`config.mk`:
```
export PLATFORM = sky130hd
export DESIGN_NAME = evt_irq_hub
export DESIGN_NICKNAME = d
export VERILOG_FILES = /design/src/rtl/evt_irq_pkg.sv /design/src/rtl/evt_sticky_bank.sv /design/src/rtl/evt_reg_ctl.sv /design/src/rtl/evt_irq_pin.sv /design/src/rtl/evt_irq_hub.sv
export SDC_FILE = /design/constraint.sdc
export NUM_CORES = 1
export LEC_CHECK = 0
export ABC_AREA = 1
export CELL_PAD_IN_SITES_DETAIL_PLACEMENT = 0
export CELL_PAD_IN_SITES_GLOBAL_PLACEMENT = 1
export CORE_MARGIN = 3
export CORE_UTILIZATION = 36
export DETAILED_ROUTE_END_ITERATION = 10
export PLACE_DENSITY = 0.78
export RECOVER_POWER = 25
export SLEW_MARGIN = 20
export SYNTH_ARGS = -nofsm -noshare
export SYNTH_HDL_FRONTEND = slang
export SYNTH_HIERARCHICAL = 1
export SYNTH_SLANG_ARGS = --single-unit
```
`constraint.sdc`:
```
create_clock -name clk -period 1.7 [get_ports clk]
set_clock_uncertainty 0.05 [all_clocks]
set_input_delay 0.34 -clock clk [delete_from_list [all_inputs] [get_ports clk]]
set_output_delay 0.34 -clock clk [all_outputs]
set_load 0.03 [all_outputs]
```
`src/rtl/evt_irq_pkg.sv`:
```
package evt_irq_pkg;

  localparam logic [7:0] ADR_CFG      = 8'h05;
  localparam logic [7:0] ADR_RX_EN    = 8'h07;
  localparam logic [7:0] ADR_RX_STAT  = 8'h08;
  localparam logic [7:0] ADR_TX_EN    = 8'h0D;
  localparam logic [7:0] ADR_TX_STAT  = 8'h0E;
  localparam logic [7:0] ADR_WK_EN    = 8'h1C;
  localparam logic [7:0] ADR_WK_STAT  = 8'h1D;

  typedef enum logic [1:0] {
    SYM_64       = 2'b00,
    SYM_32_DDR   = 2'b01,
    SYM_32_DUAL  = 2'b10,
    SYM_32_DUAL2 = 2'b11
  } sym_mode_e;

  // Channel B of the receiver exists only in the dual-channel modes.
  function automatic logic chan_b_active(input logic [1:0] sym);
    return sym[1];
  endfunction

endpackage

```
`src/rtl/evt_sticky_bank.sv`:
```
module evt_sticky_bank #(
  parameter int W = 4
) (
  input  logic         clk,
  input  logic         rst_n,
  input  logic [W-1:0] set_i,
  input  logic         clr_i,
  output logic [W-1:0] stat_o
);

  for (genvar i = 0; i < W; i++) begin : g_bit
    logic bit_q;

    always_ff @(posedge clk or negedge rst_n) begin
      if (!rst_n)          bit_q <= 1'b0;
      else if (set_i[i])   bit_q <= 1'b1;
      else if (clr_i)      bit_q <= 1'b0;
    end

    assign stat_o[i] = bit_q;

    AST_STICKY_SET: assert property (@(posedge clk) disable iff (!rst_n)
      set_i[i] |=> stat_o[i]);
    AST_STICKY_HOLD: assert property (@(posedge clk) disable iff (!rst_n)
      (stat_o[i] && !clr_i) |=> stat_o[i]);
    AST_STICKY_CLEAR: assert property (@(posedge clk) disable iff (!rst_n)
      (clr_i && !set_i[i]) |=> !stat_o[i]);
  end

endmodule

```
`src/rtl/evt_reg_ctl.sv`:
```
module evt_reg_ctl
  import evt_irq_pkg::*;
#(
  parameter int ADDR_W = 8,
  parameter int DATA_W = 8,
  parameter int TX_N   = 4,
  parameter int RX_N   = 8
) (
  input  logic              clk,
  input  logic              rst_n,
  input  logic              wr_en,
  input  logic              rd_en,
  input  logic [ADDR_W-1:0] addr,
  input  logic [DATA_W-1:0] wr_data,
  input  logic [TX_N-1:0]   tx_stat,
  input  logic [RX_N-1:0]   rx_stat,
  input  logic              wake_stat,
  output logic [TX_N-1:0]   tx_en,
  output logic [RX_N-1:0]   rx_en,
  output logic              wake_en,
  output logic              pol_high,
  output logic              tx_clr,
  output logic              rx_clr,
  output logic              wake_clr,
  output logic [DATA_W-1:0] rd_data
);

  logic hit_cfg, hit_rx_en, hit_rx_st, hit_tx_en, hit_tx_st, hit_wk_en, hit_wk_st;
  logic [DATA_W-1:0] rd_mux;
  logic unused_wr;

  assign hit_cfg   = (addr == ADDR_W'(ADR_CFG));
  assign hit_rx_en = (addr == ADDR_W'(ADR_RX_EN));
  assign hit_rx_st = (addr == ADDR_W'(ADR_RX_STAT));
  assign hit_tx_en = (addr == ADDR_W'(ADR_TX_EN));
  assign hit_tx_st = (addr == ADDR_W'(ADR_TX_STAT));
  assign hit_wk_en = (addr == ADDR_W'(ADR_WK_EN));
  assign hit_wk_st = (addr == ADDR_W'(ADR_WK_STAT));
  assign unused_wr = ^wr_data;

  always_ff @(posedge clk or negedge rst_n) begin
    if (!rst_n) begin
      tx_en    <= '0;
      rx_en    <= '0;
      wake_en  <= 1'b0;
      pol_high <= 1'b0;
    end else if (wr_en) begin
      if (hit_cfg)   pol_high <= wr_data[0];
      if (hit_rx_en) rx_en    <= wr_data[RX_N-1:0];
      if (hit_tx_en) tx_en    <= wr_data[TX_N-1:0];
      if (hit_wk_en) wake_en  <= wr_data[0];
    end
  end

  assign tx_clr   = rd_en && hit_tx_st;
  assign rx_clr   = rd_en && hit_rx_st;
  assign wake_clr = rd_en && hit_wk_st;

  always_comb begin
    rd_mux = '0;
    unique case (1'b1)
      hit_cfg:   rd_mux = DATA_W'(pol_high);
      hit_rx_en: rd_mux = DATA_W'(rx_en);
      hit_rx_st: rd_mux = DATA_W'(rx_stat);
      hit_tx_en: rd_mux = DATA_W'(tx_en);
      hit_tx_st: rd_mux = DATA_W'(tx_stat);
      hit_wk_en: rd_mux = DATA_W'(wake_en);
      hit_wk_st: rd_mux = DATA_W'(wake_stat);
      default:   rd_mux = '0;
    endcase
  end

  always_ff @(posedge clk or negedge rst_n) begin
    if (!rst_n)     rd_data <= '0;
    else if (rd_en) rd_data <= rd_mux;
  end

  AST_EN_KEPT: assert property (@(posedge clk) disable iff (!rst_n)
    !wr_en |=> ($stable(tx_en) && $stable(rx_en) && $stable(wake_en)));
  AST_RD_HOLD: assert property (@(posedge clk) disable iff (!rst_n)
    !rd_en |=> $stable(rd_data));

endmodule

```
`src/rtl/evt_irq_pin.sv`:
```
module evt_irq_pin (
  input  logic clk,
  input  logic rst_n,
  input  logic want,
  input  logic pol_high,
  output logic irq_level,
  output logic irq_oe
);

  // Open-drain (active-low) or open-source (active-high): drive only when asserted.
  assign irq_oe    = want;
  assign irq_level = want ? pol_high : ~pol_high;

  AST_DRIVE_LEVEL: assert property (@(posedge clk) disable iff (!rst_n)
    irq_oe |-> (irq_level == pol_high));

endmodule

```
`src/rtl/evt_irq_hub.sv`:
```
module evt_irq_hub
  import evt_irq_pkg::*;
#(
  parameter int TX_N     = 4,
  parameter int RX_PER_CH = 4,
  parameter int ADDR_W   = 8,
  parameter int DATA_W   = 8
) (
  input  logic                 clk,
  input  logic                 rst_n,
  input  logic                 mode_tx,
  input  logic [1:0]           sym_mode,
  input  logic [TX_N-1:0]      tx_evt,
  input  logic [2*RX_PER_CH-1:0] rx_evt,
  input  logic                 wake_evt,
  input  logic                 wr_en,
  input  logic                 rd_en,
  input  logic [ADDR_W-1:0]    addr,
  input  logic [DATA_W-1:0]    wr_data,
  output logic [DATA_W-1:0]    rd_data,
  output logic                 irq_level,
  output logic                 irq_oe
);

  localparam int RX_N = 2 * RX_PER_CH;

  logic [TX_N-1:0] tx_stat, tx_en;
  logic [RX_N-1:0] rx_stat, rx_en, rx_set, rx_chan_mask;
  logic            wake_stat, wake_en, pol_high;
  logic            tx_clr, rx_clr, wake_clr;
  logic            chan_b_on, tx_hit, rx_hit, wake_hit, want;

  assign chan_b_on = chan_b_active(sym_mode);

  for (genvar c = 0; c < 2; c++) begin : g_chan
    if (c == 0) begin : g_a
      assign rx_chan_mask[RX_PER_CH-1:0] = '1;
    end else begin : g_b
      assign rx_chan_mask[RX_N-1:RX_PER_CH] = {RX_PER_CH{chan_b_on}};
    end
  end

  assign rx_set = rx_evt & rx_chan_mask;

  evt_reg_ctl #(
    .ADDR_W(ADDR_W), .DATA_W(DATA_W), .TX_N(TX_N), .RX_N(RX_N)
  ) u_regs (
    .clk(clk), .rst_n(rst_n), .wr_en(wr_en), .rd_en(rd_en), .addr(addr),
    .wr_data(wr_data), .tx_stat(tx_stat), .rx_stat(rx_stat), .wake_stat(wake_stat),
    .tx_en(tx_en), .rx_en(rx_en), .wake_en(wake_en), .pol_high(pol_high),
    .tx_clr(tx_clr), .rx_clr(rx_clr), .wake_clr(wake_clr), .rd_data(rd_data)
  );

  evt_sticky_bank #(.W(TX_N)) u_tx_stat (
    .clk(clk), .rst_n(rst_n), .set_i(tx_evt), .clr_i(tx_clr), .stat_o(tx_stat)
  );

  evt_sticky_bank #(.W(RX_N)) u_rx_stat (
    .clk(clk), .rst_n(rst_n), .set_i(rx_set), .clr_i(rx_clr), .stat_o(rx_stat)
  );

  evt_sticky_bank #(.W(1)) u_wk_stat (
    .clk(clk), .rst_n(rst_n), .set_i(wake_evt), .clr_i(wake_clr), .stat_o(wake_stat)
  );

  assign tx_hit   = mode_tx  && |(tx_stat & tx_en);
  assign rx_hit   = !mode_tx && |(rx_stat & rx_en & rx_chan_mask);
  assign wake_hit = wake_stat && wake_en;
  assign want     = tx_hit || rx_hit || wake_hit;

  evt_irq_pin u_pin (
    .clk(clk), .rst_n(rst_n), .want(want), .pol_high(pol_high),
    .irq_level(irq_level), .irq_oe(irq_oe)
  );

  AST_RX_MASKED_IN_TX: assert property (@(posedge clk) disable iff (!rst_n)
    (mode_tx && !(wake_stat && wake_en) && ((tx_stat & tx_en) == '0)) |-> !irq_oe);
  AST_TX_MASKED_IN_RX: assert property (@(posedge clk) disable iff (!rst_n)
    (!mode_tx && !(wake_stat && wake_en) && ((rx_stat & rx_en) == '0)) |-> !irq_oe);
  AST_CHB_QUIET: assert property (@(posedge clk) disable iff (!rst_n)
    !sym_mode[1] |=> ((rx_stat[RX_N-1:RX_PER_CH] & ~$past(rx_stat[RX_N-1:RX_PER_CH])) == '0));
  AST_WAKE_UNGATED: assert property (@(posedge clk) disable iff (!rst_n)
    (wake_stat && wake_en) |-> irq_oe);

endmodule

```
==> results.tsv, run 1 <==
stage	metric	value	unit
finish	layout-drive-gt1-share	20.7	%
grt	grt_overflow	0	
timing	maxSlewViolCount	0	
placement	place_congestion	0.763	
timing	hold_slack	440	ps
timing	worst_slew_pin_slew	866	ps
pwr	ir_worst_vdd	0.519	mV
grt	grt_start_max_net_pins	36	
timing	period_needed	1860	ps
timing	post-route-period-util	110	%
route	routed_wl	4530	um
worst_setup_path	critPathArrivalTime	1470	ps
pwr	power.total	0.00179	W
worst_setup_path	crit_type	register to output port	
timing	rsz0062_at_grt	yes	
route	routedWlPerCell	11.4	um
worst_setup_path	slowest_stage	dfrtp_1	
synthesis	synthDistinctLibCells	21	
clock_tree	cts_buffers	5	
grt	grt_pass1_vias	1640	
timing	setup_ws	-163	ps
route	drtIter0Drc	107	
clock_tree	cts.htree.levels	2	
run_status	violations	negative setup slack	
floorplanning	die_area	6510	um^2
synthesis	postSynth.asyncResetShare	100	%
timing	setup_viol	2	
clock_tree	clkSinkCount	35	
timing	hold_viol_final	0	
placement	place_hpwl	3360	um
pwr	p_leak	1.49	nW
synthesis	synthFlopType	dfrtp_1	
clock_tree	clkLatencyLatePin	290	ps
worst_setup_path	cp-end-kind	output port	
grt	grt_pass1_wl	7350	um
route	ant_nets	0	
synthesis	mappedNetlistArea	2010	um^2
synthesis	syn_inst	269	
worst_setup_path	cp_slowest_stage_delay	400	ps
floorplanning	rows	26	
placement	io_buffers	44	
worst_setup_path	startpoint_type	register	
job	cap_violations	0	
floorplanning	die_y	80.7	um
finish	areaGrowthSynthToFinish	33.8	%
synthesis	syn_avg_cell_area	7.47	um^2
floorplanning	core_area	5240	um^2
worst_setup_path	cp_num_buf_inv	2	
min_path	hp-class	register to register	
floorplanning	initial_core_util	38.3	%
clock_tree	cts_buffer_depth	2	
synthesis	yosys_register_bits	35	
route	drc	0	
synthesis	synthesis.nets	305	
finish	diodes	0	
clock_tree	ctsHoldBuffers	0	
grt	antenna_found_initial	0	
floorplanning	io_pins	46	
finish	multi_input_area	848	um^2
worst_setup_path	crit_family	simple AND/OR/NAND/NOR gates	
synthesis	seq_area_frac_synth	43.6	%
finish	layout.nets	363	
timing	slew-limit-headroom	42.3	%
worst_setup_path	cp_common_cell	nand2_2	
run_status	outcome	finished, violations left	
synthesis	yosysWarnings	6	
finish	regArea	876	um^2
route	vias	1764	
worst_setup_path	critPathMaxFanout	3	
pwr	power_density	666	nW/um^2
worst_setup_path	required	1310	ps
floorplanning	die_x	80.7	um
synthesis	synth_edf_count	0	
grt	track_usage	14.9	%
finish	nFillCells	553	
clock_tree	cts_root_buffer	clkbuf_8	
route	viasPerCell	4.43	
route	dr.pass1.iters	4	
worst_setup_path	path_cells	nand2_1, nand2_1, nor2_2, nor2_1, nor2_1, nand2_2, inv_2, nand2_2, nand2_2, buf_6	
clock_tree	clk_pin_slew	70	ps
clock_tree	tritoncts	built	
timing	max_freq	0.537	GHz
[routing by layer]
layer  share of wire, %  track usage (%)  wire length (um)  vias up
met2                 46             24.0              2090       33
met3                4.5             3.48               204        6
met1                 48             19.6              2170      796
li1                   -                -                 -      929
met5                  0                0                 0        -
met4                1.4             5.07                63        0
[registers in the layout, indices dropped and copies added, names as in the netlist]
name and flops:
u_regs/tx_en 4, u_regs/pol_high 1, u_rx_stat/g_bit.bit_q 8, u_regs/rx_en 8, u_regs/rd_data 8, u_regs/wake_en 1
u_tx_stat/g_bit.bit_q 4, u_wk_stat/stat_o 1
[stage by stage]
step                TNS, ps  instances  setup WS, ps  cell area [um^2]  utilization, %
CTS                    -265        396          -149              2680            51.1
detailed placement    -1610        378          -330              2500            47.7
global placement      -1430        378          -287              2500            47.7
floorplan                 0        269           162              2010               -
global route           -531        398          -286              2690            51.3
finish                 -305        398          -163              2690            51.3
[repair_timing]
item,in CTS,in global routing
gates resized for setup,12,5
pin swaps,3,9
endpoints found under the setup margin,9,3
buffers inserted,10,2
[where the power goes]
group,total (W),internal (W),switching (W)
Sequential,0.000874,0.000858,0.0000156
Combinational,0.000253,0.000125,0.000128
Clock,0.000663,0.000370,0.000293
Total,0.00179,0.00135,0.000436
[final cells by class]
class | instances | area share (%)
Sequential cell | 35 | 32.6
Multi-Input combinational cell | 174 | 31.6
Tap cell | 70 | 3.26
Timing Repair Buffer | 68 | 22.8
Inverter | 43 | 6.01
Clock buffer | 8 | 3.73
[cells in the mapped netlist (2+ instances only)]
library cell,count,share of area (%)
inv_1,35,6.5
nand2_2,10,3.1
o21ai_0,11,2.7
nand2_1,92,17
nand3_1,22,5.5
inv_2,7,1.3
nor2_1,13,2.4
o21ai_1,9,2.2
buf_2,2,0.50
nand4_1,4,1.2
nor2_2,2,0.62
o21ai_2,2,0.87
nor2_4,3,1.7
nand2_4,2,1.1
nor2_8,2,2.0
dfrtp_1,35,44
buf_4,14,5.2
[worst paths after layout]
kind	slack, ps	start	cells after the start	to
setup / recovery	-160	u_regs/tx_en[0]$_DFFE_PN0P_	10	irq_level
hold / removal	440	u_regs/rd_data[7]$_DFFE_PN0P_	2	u_regs/rd_data[7]$_DFFE_PN0P_
setup reg to reg	640	u_tx_stat/g_bit[0].bit_q$_DFFE_PN0P_	7	u_regs/rd_data[0]$_DFFE_PN0P_
hold reg to reg	440	u_regs/rd_data[7]$_DFFE_PN0P_	2	u_regs/rd_data[7]$_DFFE_PN0P_
max in group asynchronous	390	rst_n	2	u_regs/rx_en[0]$_DFFE_PN0P_
min in group asynchronous	670	rst_n	2	u_regs/tx_en[3]$_DFFE_PN0P_
[worst min-delay path: stages (launching register included)]
cell and delay, ps:
dfrtp_1 340, nand2_1 50, nand3_1 70
[cell usage in the layout, fill, tap and decap left out]
cell type,instances
nand2_1,89
dfrtp_1,35
inv_1,34
clkdlybuf4s50_1,32
buf_4,23
nand3_1,22
nand2_2,13
nor2_1,11
o21ai_0,11
o21ai_1,9
dlygate4sd2_1,8
inv_2,8
clkbuf_8,7
nor2_2,4
nand4_1,4
nor2_4,3
buf_6,2
nand2_4,2
nor2_8,2
o21ai_2,2
clkbuf_1,1
dlygate4sd3_1,1
dlymetal6s2s_1,1
clkbuf_2,1
clkinv_1,1
nand3_2,1
o21a_1,1
[cell families after synthesis]
group	synth area share, %
AND/OR/NAND/NOR	35.4
buffers and inverters	14.8
flip-flops	43.6
AO/OA/AOI/OAI	6.23
Note: power is estimated with default switching activity, not from simulation.
==> run 2, diff against run 1 <==
--- a/config.mk
+++ b/config.mk
@@ -13,7 +13,6 @@
 export DETAILED_ROUTE_END_ITERATION = 10
 export PLACE_DENSITY = 0.78
 export RECOVER_POWER = 25
-export SLEW_MARGIN = 20
 export SYNTH_ARGS = -nofsm -noshare
 export SYNTH_HDL_FRONTEND = slang
 export SYNTH_HIERARCHICAL = 1
==> results of run 2 <==
Same layout as run 1: the final DEF is identical, and so are final timing and power.
==> run 3, diff against run 2 <==
--- a/config.mk
+++ b/config.mk
@@ -13,6 +13,7 @@
 export DETAILED_ROUTE_END_ITERATION = 10
 export PLACE_DENSITY = 0.78
 export RECOVER_POWER = 25
+export SLEW_MARGIN = 20
 export SYNTH_ARGS = -nofsm -noshare
 export SYNTH_HDL_FRONTEND = slang
 export SYNTH_HIERARCHICAL = 1
==> results of run 3 <==
Same layout as run 1: the final DEF is identical, and so are final timing and power.
